File: src/rtl/scm_pkg.sv
package scm_pkg;
    typedef enum logic [1:0] {
        RESP_OKAY   = 2'b00,
        RESP_SLVERR = 2'b10
    } axil_resp_e;
endpackage

File: src/rtl/scm_csr.sv
module scm_csr
    import scm_pkg::*;
#(
    parameter int ADDR_W   = 8,
    parameter int DATA_W   = 32,
    parameter logic [ADDR_W-1:0] COEF_OFS = 8'h10
) (
    input  logic              aclk,
    input  logic              aresetn,
    input  logic [ADDR_W-1:0] awaddr,
    input  logic              awvalid,
    output logic              awready,
    input  logic [DATA_W-1:0] wdata,
    input  logic [DATA_W/8-1:0] wstrb,
    input  logic              wvalid,
    output logic              wready,
    output logic [1:0]        bresp,
    output logic              bvalid,
    input  logic              bready,
    input  logic [ADDR_W-1:0] araddr,
    input  logic              arvalid,
    output logic              arready,
    output logic [DATA_W-1:0] rdata,
    output logic [1:0]        rresp,
    output logic              rvalid,
    input  logic              rready,
    output logic [DATA_W-1:0] coef
);
    localparam int LANES = DATA_W / 8;

    typedef struct packed {
        logic [DATA_W-1:0] coef;
        logic              bvalid;
        logic              rvalid;
        logic [DATA_W-1:0] rdata;
    } csr_state_t;

    csr_state_t state_d, state_q;
    logic [DATA_W-1:0] merged;
    logic wr_go, rd_go, wr_hit, rd_hit;

    // byte-lane merge of write data over the current coefficient
    for (genvar b = 0; b < LANES; b++) begin : g_lane
        assign merged[b*8 +: 8] = wstrb[b] ? wdata[b*8 +: 8] : state_q.coef[b*8 +: 8];
    end

    assign wr_go  = awvalid & wvalid & ~state_q.bvalid;
    assign rd_go  = arvalid & ~state_q.rvalid;
    assign wr_hit = awaddr[ADDR_W-1:2] == COEF_OFS[ADDR_W-1:2];
    assign rd_hit = araddr[ADDR_W-1:2] == COEF_OFS[ADDR_W-1:2];

    always_comb begin
        state_d = state_q;
        if (state_q.bvalid && bready) state_d.bvalid = 1'b0;
        if (wr_go) begin
            state_d.bvalid = 1'b1;
            if (wr_hit) state_d.coef = merged;
        end
        if (state_q.rvalid && rready) state_d.rvalid = 1'b0;
        if (rd_go) begin
            state_d.rvalid = 1'b1;
            state_d.rdata  = rd_hit ? state_q.coef : '0;
        end
    end

    always_ff @(posedge aclk) begin
        if (!aresetn) state_q <= '0;
        else          state_q <= state_d;
    end

    assign awready = wr_go;
    assign wready  = wr_go;
    assign bvalid  = state_q.bvalid;
    assign bresp   = RESP_OKAY;
    assign arready = rd_go;
    assign rvalid  = state_q.rvalid;
    assign rdata   = state_q.rdata;
    assign rresp   = RESP_OKAY;
    assign coef    = state_q.coef;
endmodule

File: src/rtl/scm_mul_stage.sv
module scm_mul_stage #(
    parameter int DATA_W = 32,
    parameter int KEEP_W = DATA_W / 8
) (
    input  logic              aclk,
    input  logic              aresetn,
    input  logic [DATA_W-1:0] coef,
    input  logic [DATA_W-1:0] in_tdata,
    input  logic [KEEP_W-1:0] in_tkeep,
    input  logic [KEEP_W-1:0] in_tstrb,
    input  logic              in_tlast,
    input  logic              in_tvalid,
    output logic              in_tready,
    output logic [DATA_W-1:0] out_tdata,
    output logic [KEEP_W-1:0] out_tkeep,
    output logic [KEEP_W-1:0] out_tstrb,
    output logic              out_tlast,
    output logic              out_tvalid,
    input  logic              out_tready
);
    localparam int PROD_W = 2 * DATA_W;

    typedef struct packed {
        logic              valid;
        logic [DATA_W-1:0] data;
        logic [KEEP_W-1:0] keep;
        logic [KEEP_W-1:0] strb;
        logic              last;
    } beat_t;

    beat_t stage_d, stage_q;
    logic signed [PROD_W-1:0] op_a, op_b, prod;
    logic take;

    assign op_a = PROD_W'($signed(in_tdata));
    assign op_b = PROD_W'($signed(coef));
    assign prod = op_a * op_b;

    assign in_tready = ~stage_q.valid | out_tready;
    assign take      = in_tvalid & in_tready;

    always_comb begin
        stage_d = stage_q;
        if (take) begin
            stage_d.valid = 1'b1;
            stage_d.data  = prod[DATA_W-1:0];
            stage_d.keep  = in_tkeep;
            stage_d.strb  = in_tstrb;
            stage_d.last  = in_tlast;
        end else if (out_tready) begin
            stage_d.valid = 1'b0;
        end
    end

    always_ff @(posedge aclk) begin
        if (!aresetn) stage_q <= '0;
        else          stage_q <= stage_d;
    end

    assign out_tvalid = stage_q.valid;
    assign out_tdata  = stage_q.data;
    assign out_tkeep  = stage_q.keep;
    assign out_tstrb  = stage_q.strb;
    assign out_tlast  = stage_q.last;
endmodule

File: src/rtl/stream_coef_mult.sv
module stream_coef_mult #(
    parameter int ADDR_W = 8,
    parameter int DATA_W = 32,
    parameter logic [ADDR_W-1:0] COEF_OFS = 8'h10,
    localparam int KEEP_W = DATA_W / 8
) (
    input  logic              aclk,
    input  logic              aresetn,
    input  logic [ADDR_W-1:0] cfg_awaddr,
    input  logic              cfg_awvalid,
    output logic              cfg_awready,
    input  logic [DATA_W-1:0] cfg_wdata,
    input  logic [KEEP_W-1:0] cfg_wstrb,
    input  logic              cfg_wvalid,
    output logic              cfg_wready,
    output logic [1:0]        cfg_bresp,
    output logic              cfg_bvalid,
    input  logic              cfg_bready,
    input  logic [ADDR_W-1:0] cfg_araddr,
    input  logic              cfg_arvalid,
    output logic              cfg_arready,
    output logic [DATA_W-1:0] cfg_rdata,
    output logic [1:0]        cfg_rresp,
    output logic              cfg_rvalid,
    input  logic              cfg_rready,
    input  logic [DATA_W-1:0] in_tdata,
    input  logic [KEEP_W-1:0] in_tkeep,
    input  logic [KEEP_W-1:0] in_tstrb,
    input  logic              in_tlast,
    input  logic              in_tvalid,
    output logic              in_tready,
    output logic [DATA_W-1:0] out_tdata,
    output logic [KEEP_W-1:0] out_tkeep,
    output logic [KEEP_W-1:0] out_tstrb,
    output logic              out_tlast,
    output logic              out_tvalid,
    input  logic              out_tready
);
    logic [DATA_W-1:0] coef_w;

    scm_csr #(.ADDR_W(ADDR_W), .DATA_W(DATA_W), .COEF_OFS(COEF_OFS)) u_csr (
        .aclk(aclk), .aresetn(aresetn),
        .awaddr(cfg_awaddr), .awvalid(cfg_awvalid), .awready(cfg_awready),
        .wdata(cfg_wdata), .wstrb(cfg_wstrb), .wvalid(cfg_wvalid), .wready(cfg_wready),
        .bresp(cfg_bresp), .bvalid(cfg_bvalid), .bready(cfg_bready),
        .araddr(cfg_araddr), .arvalid(cfg_arvalid), .arready(cfg_arready),
        .rdata(cfg_rdata), .rresp(cfg_rresp), .rvalid(cfg_rvalid), .rready(cfg_rready),
        .coef(coef_w)
    );

    scm_mul_stage #(.DATA_W(DATA_W), .KEEP_W(KEEP_W)) u_mul (
        .aclk(aclk), .aresetn(aresetn), .coef(coef_w),
        .in_tdata(in_tdata), .in_tkeep(in_tkeep), .in_tstrb(in_tstrb),
        .in_tlast(in_tlast), .in_tvalid(in_tvalid), .in_tready(in_tready),
        .out_tdata(out_tdata), .out_tkeep(out_tkeep), .out_tstrb(out_tstrb),
        .out_tlast(out_tlast), .out_tvalid(out_tvalid), .out_tready(out_tready)
    );
endmodule

File: config.mk
export PLATFORM = sky130hd
export DESIGN_NAME = stream_coef_mult
export DESIGN_NICKNAME = d
export VERILOG_FILES = /design/src/rtl/scm_pkg.sv /design/src/rtl/scm_csr.sv /design/src/rtl/scm_mul_stage.sv /design/src/rtl/stream_coef_mult.sv
export SDC_FILE = /design/constraint.sdc
export NUM_CORES = 1
export LEC_CHECK = 0
export CAP_MARGIN = 20
export CORE_MARGIN = 5
export CORE_UTILIZATION = 49
export CTS_BUF_LIST = sky130_fd_sc_hd__clkbuf_4
export CTS_CLUSTER_SIZE = 20
export DETAILED_ROUTE_END_ITERATION = 12
export GPL_TIMING_DRIVEN = 0
export PLACE_DENSITY = 0.7
export SLEW_MARGIN = 5
export SYNTH_ARGS = -nofsm -noshare
export SYNTH_HDL_FRONTEND = slang
export SYNTH_SLANG_ARGS = --single-unit
File: constraint.sdc
create_clock -name aclk -period 11.58 [get_ports aclk]
set_clock_uncertainty 0.1 [all_clocks]
set_input_delay 2.316 -clock aclk [delete_from_list [all_inputs] [get_ports aclk]]
set_output_delay 2.316 -clock aclk [all_outputs]
set_load 0.03 [all_outputs]
==> impl_summary.md <==
Synth
Ranked by total cell area, the synthesized netlist is headed by sky130_fd_sc_hd__fa_1 40%, sky130_fd_sc_hd__dfxtp_1 11%, sky130_fd_sc_hd__and2_1 10%, sky130_fd_sc_hd__ha_1 9.2%, sky130_fd_sc_hd__inv_1 8.2%. The largest area contributor in the synthesized netlist is sky130_fd_sc_hd__fa_1. Synthesis inferred 108 register bits.

Synthesis instantiated 59 different standard cells from the library. The share of flip-flops with an asynchronous set or reset after synthesis is 0. In the synthesized netlist, the cells that appear most often are 445 x sky130_fd_sc_hd__inv_1, 408 x sky130_fd_sc_hd__fa_1, 337 x sky130_fd_sc_hd__and2_1, 298 x sky130_fd_sc_hd__nand2_1, 150 x sky130_fd_sc_hd__ha_1.

Of the post-synthesis cell area, the dominant cell type holds 0.402. During synthesis, Yosys emitted a total of 0 warnings. Counting flops with a built-in enable in the synthesized netlist gives 0. The leading cell type by number of instances after synthesis is sky130_fd_sc_hd__inv_1. The share of the Yosys chip area taken by registers is 0.106. The synthesized area per cell is 8.92 sq um. The synthesized netlist occupies a cell area of 20,300 sq um. Counting every instance in the synthesized netlist gives 2,279. The most used flip-flop cell after synthesis is sky130_fd_sc_hd__dfxtp_1.

Power and ir drop
The standby leakage power is 11.3 nW. After layout, the design draws a total of 0.726 mW. The power density relative to cell area is 31.7 nW/um^2. The maximum vdd drop is 0.0886 mV.

GRT
The number of antenna violations at the first check in global routing is 5. The first-pass GRT wire length is 102,000 microns. Global routing finished with a remaining overflow of 0. The number of global-route vias before repair is 17,467.

Entering global routing, the biggest net connects 20 pins. For this run, the total global-route usage over all layers was measured as 0.297.

Timing
The number of hold violations in the final report was 0. The accumulated negative setup slack is 0 ns. At the pin with the least slew margin, the transition time is 1.22 ns. Setup repair after global routing left no endpoint under its margin.

The number of setup violations in the final report is 0. Of the available clock period, the critical path in the final layout requires 0.894. The relative slew slack is 0.188. For the finished layout, the period the worst path requires is 10.36 ns. The tightest hold path in the finished design has a slack of 0.366 ns. Timing would allow up to 0.0966 GHz. The number of pins exceeding their max-slew limit in the final report is 0.

Placed design
The placed cell area is 22,700 sq um. Input and output buffers added on the ports amount to 172. The half-perimeter wire length after detailed placement is 54,400 microns.

At the end of routability-driven placement, the weighted congestion stood at 0.967.

Clock tree
The number of buffers created by CTS is 9. The clock latency of the later-clocked register in the worst-skew pair is 0.58 ns. The post-CTS clock slew at the launch and capture registers of the worst setup and hold paths is 0.18 ns.

TritonCTS built the clock tree. Buffers inserted to repair hold after CTS numbered 0. The buffers inserted during post-CTS setup optimization is 0. The maximum buffer depth of the clock tree is 2. The quantity of gates resized following cts is 0.

In this run the clock root is driven by a sky130_fd_sc_hd__clkbuf_4. Counting every sink on the clock net gives 108. The H-tree was split into 3 levels.

Worst setup path
The setup path with the least slack is of type primary input to flip-flop. The type of element capturing the critical path is a flip-flop. STA classifies the critical path startpoint as a primary input. The worst path required time is 11.95 ns. For the worst setup path, the data arrival time is 10.72 ns. The biggest fanout along the worst timing path is 10.

Final layout
The post-route cell area is 22,900 sq um. The final layout contains 3,126 nets. Compared with the post-synthesis result, the final layout area differs by 12.5%.

The utilization of the core after routing is 0.559. In the final layout, flip-flops and latches occupy 2160 sq um. The fill cell instance count of the final layout is 3,829. The share of final-layout standard cells stronger than drive strength 1 is 0.0190. Summing all multi-input logic gate instances after layout gives 16,000 sq um.

Routing
For this run, design rule violations remaining after detail routing come to 0. In this run the remaining antenna-violating nets after routing total 0. The number of search-and-repair iterations in the first detailed-routing pass is 5. In this run, the number of DRC markers left after iteration 0 of detailed routing was 1,136.

Using the TritonRoute via totals, the vias-per-cell ratio works out to 5.37. The total via count after detailed routing is 16,145. In the final routed layout, each cell accounts on average for 21.9 microns. The total wire length is 65,700 microns.

Floorplan
The effective utilization at floorplan is 0.497. From bottom edge to top edge, the die measures 214 microns. In this run the core area contains 74 standard-cell rows. After floorplanning, the core was sized to cover 40,900 sq um. The die is 214 microns wide. 186 I/O pins were placed.

The floorplan step defined a die boundary enclosing 45,700 sq um.

Worst hold path
The worst hold path belongs to the class flip-flop to flip-flop.

Run status
The run finished with clean final reports.

Run
The max-capacitance violation count is 0.
[state kept, by name (all words and copies together), names as in the netlist]
signal / count
u_mul.out_tdata: 32
u_csr.bvalid: 1
u_mul.out_tstrb: 4
u_mul.out_tlast: 1
u_csr.rdata: 32
u_csr.coef: 32
u_mul.out_tvalid: 1
u_mul.out_tkeep: 4
u_csr.rvalid: 1
[stage by stage]
stage | std cells | setup slack [ns]
floorplan | 2282 | 2.82
global placement | 2986 | 0.874
detailed placement | 2986 | 0.812
CTS | 3001 | 1.49
global route | 3003 | 1.10
finish | 3004 | 1.22
[metal layers]
layer | global-route usage | wire length (microns) | up-vias
met3 | 0.0707 | 5730 | 149
li1 | - | - | 7147
met5 | 0 | 43 | -
met4 | 0.125 | 3090 | 6
met1 | 0.391 | 26600 | 8165
met2 | 0.476 | 30300 | 678
[placed cells by master (no fill, tap or decap), types with 58 or more instances in the layout]
cell                                n
sky130_fd_sc_hd__a21oi_1           89
sky130_fd_sc_hd__and2_1           337
sky130_fd_sc_hd__clkbuf_1         110
sky130_fd_sc_hd__clkdlybuf4s50_1  172
sky130_fd_sc_hd__dfxtp_1          108
sky130_fd_sc_hd__fa_1             408
sky130_fd_sc_hd__ha_1             150
sky130_fd_sc_hd__inv_1            445
sky130_fd_sc_hd__nand2_1          298
sky130_fd_sc_hd__xnor2_1           58
[kinds of logic (layout without fill, tap and decap cells)]
| group | count (synthesis) | after routing | share of synthesized area |
|---|---|---|---|
| buffers and inverters | 574 | 762 | 0.107 |
| DFF | 108 | 108 | 0.106 |
| xor gates and xnor gates | 76 | 76 | 0.0334 |
| adders and majority gates | 558 | 558 | 0.494 |
| and+or+nand+nor | 775 | 775 | 0.195 |
| AOI/OAI and AO/OA | 154 | 154 | 0.0474 |
| muxes | 33 | 33 | 0.0162 |
| other | 1 | 6 | 0.000184 |
[worst max-delay path: stages]
cell and delay, ns:
sky130_fd_sc_hd__clkdlybuf4s50_1 0.52, sky130_fd_sc_hd__clkbuf_1 0.72, sky130_fd_sc_hd__clkbuf_1 0.95, sky130_fd_sc_hd__and2_1 0.27
sky130_fd_sc_hd__fa_1 0.43, sky130_fd_sc_hd__fa_1 0.40, sky130_fd_sc_hd__fa_1 0.50, sky130_fd_sc_hd__inv_1 0.05
sky130_fd_sc_hd__fa_1 0.47, sky130_fd_sc_hd__inv_1 0.05, sky130_fd_sc_hd__fa_1 0.45, sky130_fd_sc_hd__ha_1 0.30
sky130_fd_sc_hd__fa_1 0.49, sky130_fd_sc_hd__inv_1 0.06, sky130_fd_sc_hd__fa_1 0.48, sky130_fd_sc_hd__inv_1 0.05
sky130_fd_sc_hd__ha_1 0.36, sky130_fd_sc_hd__a21o_1 0.19, sky130_fd_sc_hd__a21oi_1 0.16, sky130_fd_sc_hd__o21ai_0 0.09
sky130_fd_sc_hd__a31oi_1 0.49, sky130_fd_sc_hd__a21oi_2 0.18, sky130_fd_sc_hd__o41ai_2 0.45, sky130_fd_sc_hd__xnor2_1 0.18
sky130_fd_sc_hd__a21oi_1 0.08
[final cells by class]
type | count | share of cell area
antenna | 2 | 0.000219
buffer | 129 | 0.0225
clock buffer | 9 | 0.00295
clock inverter | 6 | 0.00252
inverter | 445 | 0.0730
multi-input combinational | 1600 | 0.699
sequential | 108 | 0.0945
tap | 532 | 0.0291
timing repair buffer | 173 | 0.0758
[final timing paths]
check,from,end,slack [ns],cells past startpoint
worst max-delay path,in_tdata[3],u_mul.out_tdata[31]$_SDFFE_PN0P_,1.22,25
worst min-delay path,u_csr.rdata[12]$_SDFFE_PN0P_,u_csr.rdata[12]$_SDFFE_PN0P_,0.37,2
worst max register to register,u_csr.coef[14]$_SDFFE_PN0P_,u_mul.out_tdata[30]$_SDFFE_PN0P_,3.44,22
worst min register to register,u_csr.rdata[12]$_SDFFE_PN0P_,u_csr.rdata[12]$_SDFFE_PN0P_,0.37,2
[where the power goes]
group | internal (mW) | total (mW) | switching, mW
Sequential | 0.375 | 0.377 | 0.00195
Clock | 0.0477 | 0.192 | 0.144
Combinational | 0.0506 | 0.157 | 0.106
Total | 0.474 | 0.726 | 0.252
Note: power is estimated with default switching activity, not from simulation.
